### config.mk
export PLATFORM = sky130hd
export DESIGN_NAME = sec_filter
export DESIGN_NICKNAME = d
export VERILOG_FILES = /design/src/rtl/sec_filter_pkg.sv /design/src/rtl/sfl_index.sv /design/src/rtl/sfl_decide.sv /design/src/rtl/sfl_capture.sv /design/src/rtl/sec_filter.sv
export SDC_FILE = /design/constraint.sdc
export NUM_CORES = 1
export LEC_CHECK = 0
export BUFFER_PORTS_ARGS = -buffer_cell sky130_fd_sc_hd__buf_2
export CORE_ASPECT_RATIO = 1.5
export CORE_UTILIZATION = 31
export CTS_BUF_LIST = sky130_fd_sc_hd__clkbuf_2
export CTS_CLUSTER_SIZE = 14
export DETAILED_ROUTE_END_ITERATION = 10
export GPL_TIMING_DRIVEN = 1
export PLACE_DENSITY = 0.78
export SETUP_SLACK_MARGIN = 0.3
export SYNTH_ARGS = -nofsm -noshare
export SYNTH_HDL_FRONTEND = slang
export SYNTH_SLANG_ARGS = --single-unit
### constraint.sdc
create_clock -name clk -period 3.85 [get_ports clk]
set_input_delay 0.5775 -clock clk [delete_from_list [all_inputs] [get_ports clk]]
set_output_delay 0.5775 -clock clk [all_outputs]
set_load 0.01 [all_outputs]
### src/rtl/sec_filter_pkg.sv
// Shared constants and helpers for the security transaction filter.
// Assumes requester IDs are 16 bits and the fault-info word is 32 bits.
package sec_filter_pkg;
    localparam int MASTER_W = 16;
    localparam int INFO2_W  = 32;
    localparam int LUT_W    = 32;

    // Pack the second fault-info word: master ID, inverted secure flag, table bit.
    function automatic logic [INFO2_W-1:0] pack_info2(
        input logic [MASTER_W-1:0] master,
        input logic                secure,
        input logic                cfg_bit
    );
        pack_info2 = {{(INFO2_W-MASTER_W-2){1'b0}}, cfg_bit, ~secure, master};
    endfunction
endpackage

### src/rtl/sfl_index.sv
// Address decode for the filter: range check and table word/bit selection.
// Assumes the region starts at address 0 and has REGION_BYTES bytes.
module sfl_index #(
    parameter int ADDR_W       = 16,
    parameter int BLK_SHIFT    = 5,
    parameter int REGION_BYTES = 4096,
    parameter int WIDX_W       = 2
) (
    input  logic [ADDR_W-1:0] addr,
    output logic              in_range,
    output logic [WIDX_W-1:0] word_idx,
    output logic [4:0]        bit_idx
);
    localparam logic [ADDR_W:0] REGION_LIM = (ADDR_W+1)'(REGION_BYTES);

    // Split the address into range flag, table word index and bit index.
    always_comb begin
        in_range = ({1'b0, addr} < REGION_LIM);
        word_idx = WIDX_W'(addr >> (BLK_SHIFT + 5));
        bit_idx  = addr[BLK_SHIFT+4:BLK_SHIFT];
    end
endmodule

### src/rtl/sfl_decide.sv
// Pass/block decision for a staged request, using the table word just read.
// Assumes lut_word belongs to the staged request whenever stg_valid is set.
module sfl_decide (
    input  logic        clk,
    input  logic        rst_n,
    input  logic        stg_valid,
    input  logic        stg_in_range,
    input  logic [31:0] lut_word,
    input  logic [4:0]  bit_idx,
    input  logic        secure,
    input  logic        unspec,
    input  logic        err_resp_en,
    output logic        fwd,
    output logic        blocked,
    output logic        rsp_err,
    output logic        cfg_bit
);
    logic eff_secure;
    logic allow;

    // Evaluate the security match and form the forward/block outputs.
    always_comb begin
        cfg_bit    = lut_word[bit_idx];
        eff_secure = secure | unspec;
        allow      = stg_in_range & (cfg_bit ? ~eff_secure : eff_secure);
        fwd        = stg_valid & allow;
        blocked    = stg_valid & ~allow;
        rsp_err    = ~stg_in_range | err_resp_en;
    end

    // a staged request is either forwarded or blocked, never both or neither
    assert_one_outcome_R4: assert property (@(posedge clk) disable iff (!rst_n)
        stg_valid |-> $countones({fwd, blocked}) == 1);
    // out-of-range requests never pass and always report an error
    assert_oor_error_R9: assert property (@(posedge clk) disable iff (!rst_n)
        (stg_valid && !stg_in_range) |-> (blocked && rsp_err));
endmodule

### src/rtl/sfl_capture.sv
// Fault-info capture for the first blocked in-range request while status is clear.
// Assumes the register file sets its status on cap_we and clears it by software.
module sfl_capture
    import sec_filter_pkg::*;
#(
    parameter int ADDR_W = 16
) (
    input  logic                clk,
    input  logic                rst_n,
    input  logic                blocked,
    input  logic                in_range,
    input  logic                irq_status,
    input  logic [ADDR_W-1:0]   addr,
    input  logic [MASTER_W-1:0] master,
    input  logic                secure,
    input  logic                cfg_bit,
    output logic                cap_we,
    output logic [ADDR_W-1:0]   cap_info1,
    output logic [INFO2_W-1:0]  cap_info2
);
    // Raise the strobe only for a fresh in-range fault and present its details.
    always_comb begin
        cap_we    = blocked & in_range & ~irq_status;
        cap_info1 = addr;
        cap_info2 = pack_info2(master, secure, cfg_bit);
    end

    // no capture while a previous fault is still pending
    assert_hold_info_R7: assert property (@(posedge clk) disable iff (!rst_n)
        irq_status |-> !cap_we);
endmodule

### src/rtl/sec_filter.sv
// Top of the block-granular security filter: one request stage, table read
// issued on acceptance, decision presented the following cycle.
// Assumes a synchronous table port with one cycle of read latency and that
// the downstream side and the blocked response are taken in the cycle shown.
module sec_filter
    import sec_filter_pkg::*;
#(
    parameter int ADDR_W       = 16,
    parameter int BLK_SHIFT    = 5,
    parameter int REGION_BYTES = 4096,
    parameter int DATA_W       = 64,
    parameter int NUM_BLOCKS   = REGION_BYTES >> BLK_SHIFT,
    parameter int NUM_WORDS    = (NUM_BLOCKS + 31) / 32,
    parameter int WIDX_W       = (NUM_WORDS > 1) ? $clog2(NUM_WORDS) : 1
) (
    input  logic                clk,
    input  logic                rst_n,
    input  logic                req_valid,
    output logic                req_ready,
    input  logic [ADDR_W-1:0]   req_addr,
    input  logic                req_write,
    input  logic [2:0]          req_size,
    input  logic                req_secure,
    input  logic                req_unspec,
    input  logic [MASTER_W-1:0] req_master,
    output logic                lut_ren,
    output logic [WIDX_W-1:0]   lut_raddr,
    input  logic [LUT_W-1:0]    lut_rdata,
    input  logic                err_resp_en,
    input  logic                irq_status,
    output logic                dn_req_valid,
    output logic [ADDR_W-1:0]   dn_addr,
    output logic                dn_write,
    output logic [2:0]          dn_size,
    output logic                blk_rsp_valid,
    output logic                blk_rsp_err,
    output logic [DATA_W-1:0]   blk_rdata,
    output logic                cap_we,
    output logic [ADDR_W-1:0]   cap_info1,
    output logic [INFO2_W-1:0]  cap_info2
);
    logic                in_range;
    logic [WIDX_W-1:0]   word_idx;
    logic [4:0]          bit_idx;
    logic                accept;

    logic                s_valid;
    logic [ADDR_W-1:0]   s_addr;
    logic                s_write;
    logic [2:0]          s_size;
    logic                s_secure;
    logic                s_unspec;
    logic [MASTER_W-1:0] s_master;
    logic                s_in_range;
    logic [4:0]          s_bit;
    logic                cfg_bit;

    sfl_index #(
        .ADDR_W(ADDR_W), .BLK_SHIFT(BLK_SHIFT),
        .REGION_BYTES(REGION_BYTES), .WIDX_W(WIDX_W)
    ) u_index (
        .addr(req_addr), .in_range(in_range),
        .word_idx(word_idx), .bit_idx(bit_idx)
    );

    // Accept when the stage is empty; read the table only for in-range requests.
    always_comb begin
        req_ready = ~s_valid;
        accept    = req_valid & req_ready;
        lut_ren   = accept & in_range;
        lut_raddr = word_idx;
    end

    // Hold the accepted request for one cycle while the table word returns.
    always_ff @(posedge clk) begin
        if (!rst_n) begin
            s_valid <= 1'b0;
        end else begin
            s_valid <= accept;
        end
    end

    // Latch the request fields on acceptance.
    always_ff @(posedge clk) begin
        if (accept) begin
            s_addr     <= req_addr;
            s_write    <= req_write;
            s_size     <= req_size;
            s_secure   <= req_secure;
            s_unspec   <= req_unspec;
            s_master   <= req_master;
            s_in_range <= in_range;
            s_bit      <= bit_idx;
        end
    end

    sfl_decide u_decide (
        .clk(clk), .rst_n(rst_n),
        .stg_valid(s_valid), .stg_in_range(s_in_range),
        .lut_word(lut_rdata), .bit_idx(s_bit),
        .secure(s_secure), .unspec(s_unspec), .err_resp_en(err_resp_en),
        .fwd(dn_req_valid), .blocked(blk_rsp_valid),
        .rsp_err(blk_rsp_err), .cfg_bit(cfg_bit)
    );

    sfl_capture #(.ADDR_W(ADDR_W)) u_capture (
        .clk(clk), .rst_n(rst_n),
        .blocked(blk_rsp_valid), .in_range(s_in_range), .irq_status(irq_status),
        .addr(s_addr), .master(s_master), .secure(s_secure), .cfg_bit(cfg_bit),
        .cap_we(cap_we), .cap_info1(cap_info1), .cap_info2(cap_info2)
    );

    // Present the staged request downstream; blocked reads see zero data.
    always_comb begin
        dn_addr   = s_addr;
        dn_write  = s_write;
        dn_size   = s_size;
        blk_rdata = '0;
    end

    // every table read is followed by a decision in the next cycle
    assert_decide_next_R8: assert property (@(posedge clk) disable iff (!rst_n)
        lut_ren |=> (dn_req_valid || blk_rsp_valid));
    // the filter stalls upstream while a decision is presented
    assert_stall_busy_R8: assert property (@(posedge clk) disable iff (!rst_n)
        (dn_req_valid || blk_rsp_valid) |-> !req_ready);
    // in-range blocked responses follow the error-response control
    assert_err_select_R5: assert property (@(posedge clk) disable iff (!rst_n)
        (blk_rsp_valid && s_in_range) |-> (blk_rsp_err == err_resp_en));
    // nothing is forwarded in a cycle with no staged request
    assert_no_idle_fwd_R4: assert property (@(posedge clk) disable iff (!rst_n)
        $past(!accept) |-> !dn_req_valid);
endmodule

---- Yosys cells after proc, flatten, opt, wreduce, memory -nomap -nowiden ----
Index checks and enable logic that the tools add are counted.
storage, ports and cells
  bits in latches ......................... 0
  bits in writable memories ............... 0
  output and inout bits ................... 140
  bits in registers ....................... 45
  memories kept ........................... 0
  word-level logic and storage cells ...... 29
  bits in read-only memories .............. 0
cells by class
  eq/ne operators ......................... 0
  divide/modulo/power cells ............... 0
  multiply operators ...................... 0
  reductions and logical operators ........ 0
  mux-type cells .......................... 3
  $lt $le $gt $ge ......................... 2
  bitwise logic cells ..................... 15
  shift-type cells ........................ 0
  add/sub/neg operators ................... 0
operators by type and width
  kind                                                                    number
  16-bit by 13-bit < comparator with 1-bit output, second input constant  1
  1-bit AND                                                               7
  5-bit by 6-bit < comparator with 1-bit output, second input constant    1
  1-bit inverter                                                          6
  1-bit binary-select mux with 5-bit select                               1
  1-bit 2-to-1 mux                                                        2
  1-bit bitwise OR                                                        2

---- Depth between registers and ports, before layout ----
  depth in word-level cells ............... 8
  mapped depth ............................ 8
  gate-level depth less buffers ........... 6

---- By module ----
Synthesis repeated with hierarchy kept, for this count alone.
unflattened totals
  cells, all modules ...................... 222
  area total of the unflattened synthesis .. 2667.6 µm²
by module, submodules not included
  module       area each (µm²)  instances  cells an instance
  sec_filter   1853.0           1          114
  sfl_decide   380.4            1          50
  sfl_capture  369.1            1          50
  sfl_index    65.1             1          8

---- Least setup slack after synthesis ----
OpenSTA, ideal clock, no wires.
  path type ............................... input -> output
  from .................................... input port req_valid
  to ...................................... output port lut_ren
  data arrival time ....................... 2.730 ns
  stages on the path ...................... 2
  buffers on the path ..................... 0
  setup slack ............................. 0.543 ns
  cell sequence ........................... nor2b_1 and2_1
between the ends
  word-level cells in the longest chain between the ends .. 2
RTL lines
  what             line              source
  start, declared  sec_filter.sv:18  input logic req_valid,
  1-bit AND        sec_filter.sv:69  accept = req_valid & req_ready;
  1-bit AND        sec_filter.sv:70  lut_ren = accept & in_range;
  end, declared    sec_filter.sv:26  output logic lut_ren,
Every way passes these cells.

==> reports/metrics.yaml <==
p_sw_share_pct: 26.83
outcome: "finished clean"
yosysWarnings: 0
comb_power_share_pct: 19.3
wl_per_cell_um: 11.99
leakage_nw: 1.430
crit_path_end_kind: "output pin"
clock-root-buffer: "clkbuf_2"
clock.fmax_mhz: 344.9
cts_buffers: 5
clock_latency_ps: 410
antenna_cells: 0
ys_types: 27
p_int_uw: 689.4
clk_path_buf_depth: 2
wl_um: 5058
finClkSkew_ps: 16.53
critical_path.top_delay_family: "buffers and inverters"
rsz0062_at_grt: "false"
hpwl_um: 4282
min_period_ps: 2899
setup_tns_ps: 0
postCtsSetupRepairBufs: 0
ys_seq_elements: 40
synthToLayoutAreaGrowth_pct: 17.86
die_area_um2: 7997
syn_avg_cell_area_um2: 11.96
p_per_area_nw_per_um2: 337.7
startpoint_type: "flop"
cp_slowest_cell: "edfxtp_1"
core_area_um2: 7322
seqPwrFrac_pct: 55.2
dr_total_vias: 1610
required_ps: 3270
slew_violations: 0
start_util_pct: 32.33
drc_errors: 0
io_buffers: 136
nets: 396
ioPinCount: 215
hp-class: "in -> reg"
final-hold-violation-count: 0
drive_gt1_share_pct: 46.58
antenna_found_initial: 0
h-tree-depth: 2
drtIter0Drc: 49
critical_path_class: "reg -> out"
maxCapViolCount: 0
die_w_um: 73.35
total_power_uw: 942.1
finalCritPeriodShare_pct: 75.31
multi_input_area_um2: 705.7
p_sw_uw: 252.7
cts_hold_buf: 0
grt_pass1_wl_um: 7120
viasPerCell: 3.815
clk_pin_slew_ps: 190
crit_fanout: 18
fin_cells: 422
grt_pass1_vias: 1410
drtPass1Iterations: 4
syn_inst: 198
arrival_ps: 2320
overflow: 0
die-height_um: 109.0
final.fill_count: 694
crit_buf_inv: 2
grt_max_degree: 42
regArea_um2: 1191
syn_area_um2: 2367
ant_nets: 0
groute.usage.overall_pct: 12.57
globalplace.congestion: 0.7778
cts_sinks: 40
cp_slowest_stage_delay_ps: 360
ctsResizeCount: 0
setup_viol: 0
crit_path_cell_trace: "buf_4 > mux2i_1 > a22oi_1 > nand3_1 > nand2_2 > or2_1 > a211oi_1 > buf_2"
vdd.ir_drop.worst_mv: 0.3599
post-place-cells: 414
rows: 38
cts_tree: "done"
clock_power_share_pct: 25.6
seq_area_frac_synth_pct: 50.32
## metal layers
metal	track usage, %	vias to the layer above	part of all wire, %	wire, um
li1	-	748	-	-
met1	13.09	690	36	1827
met2	22.29	165	49	2493
met3	3.789	7	12	619
met4	6.731	0	2.3	117
met5	0	-	0	0
## through the flow
stage | utilization (%) | instance area [um^2] | hold WS, ps | worst slack, ps
floorplan | - | 2656 | 676.4 | 542.6
global placement | 37.22 | 2725 | 754.3 | 1404
detailed placement | 37.22 | 2725 | 755.6 | 1367
CTS | 38.11 | 2790 | 309.7 | 882.1
global route | 38.11 | 2790 | 288.3 | 730.3
finish | 38.11 | 2790 | 324.3 | 950.5
## path summary, 6_finish.rpt
kind	startpoint	end	cells past startpoint	slack, ps
max	dn_addr[6]	blk_rsp_valid	8	950
min	req_addr[0]	dn_addr[0]	1	320
max reg2reg	s_valid	dn_write	2	2570
min reg2reg	s_valid	dn_addr[13]	2	970
## sequential cells by signal, summed over array words and instances (netlist names)
register and count:
s_valid 1, s_in_range 1, s_secure 1, dn_addr 16, dn_write 1, dn_size 3
s_unspec 1, s_master 16
## layout make-up
cell class / count / area share [%]
tap: 100 / 4.484
sequential: 40 / 42.69
multi-input combinational: 134 / 25.29
clock buffer: 6 / 1.076
clock inverter: 2 / 1.256
timing repair buffer: 138 / 24.93
inverter: 2 / 0.2691
## power by group through the flow
stage	Combinational, mW	Sequential (mW)	Clock, mW
2_1_floorplan	0.162	0.541	0
3_3_place_gp	0.180	0.529	0
3_5_place_dp	0.183	0.530	0
4_1_cts	0.183	0.520	0.247
5_1_grt	0.202	0.523	0.260
6_report	0.181	0.520	0.241
## placed cells by master (no fill, tap or decap), drive strengths merged, types with 3 or more instances in the layout
cell type | netlist | final
a21oi | 3 | 3
and2 | 4 | 4
conb | 1 | 78
a22oi | 4 | 4
nand2b | 3 | 3
nand3 | 4 | 4
buf | 99 | 138
mux2i | 16 | 16
edfxtp | 39 | 39
clkbuf | 0 | 6
nand2 | 8 | 8
## kinds of logic (layout without fill, tap and decap cells)
kind of cell,count (synthesis),count (layout),share of synthesized area (%)
AO/OA/AOI/OAI,11,11,3.277
buffers and inverters,101,148,32.40
flip-flops,40,40,50.32
multiplexers,16,16,6.765
other,1,78,0.1584
AND/OR/NAND/NOR,29,29,7.083
## synth_stat cells
cell / number / area, um^2
o21ba_1: 1 / 10.01
o21a_1: 1 / 7.510
nor4_2: 1 / 12.51
nand2b_1: 3 / 18.77
buf_4: 97 / 728.2
edfxtp_1: 39 / 1171
nor4_1: 1 / 6.260
mux2i_1: 16 / 160.2
nor2b_1: 2 / 12.51
nand3_1: 3 / 15.01
nand2_1: 7 / 26.28
and2b_1: 1 / 7.510
a211oi_1: 2 / 15.01
or2_1: 1 / 6.260
inv_1: 2 / 7.510
dfxtp_1: 1 / 20.02
nand3_2: 1 / 10.01
and2_1: 4 / 25.02
nor3_1: 1 / 5.000
a21oi_1: 3 / 15.01
conb_1: 1 / 3.750
nor4b_1: 1 / 8.760
a22oi_1: 4 / 30.03
nand2_2: 1 / 6.260
buf_6: 1 / 11.26
nor2_1: 2 / 7.510
buf_12: 1 / 20.02
Note: power is estimated with default switching activity, not from simulation.
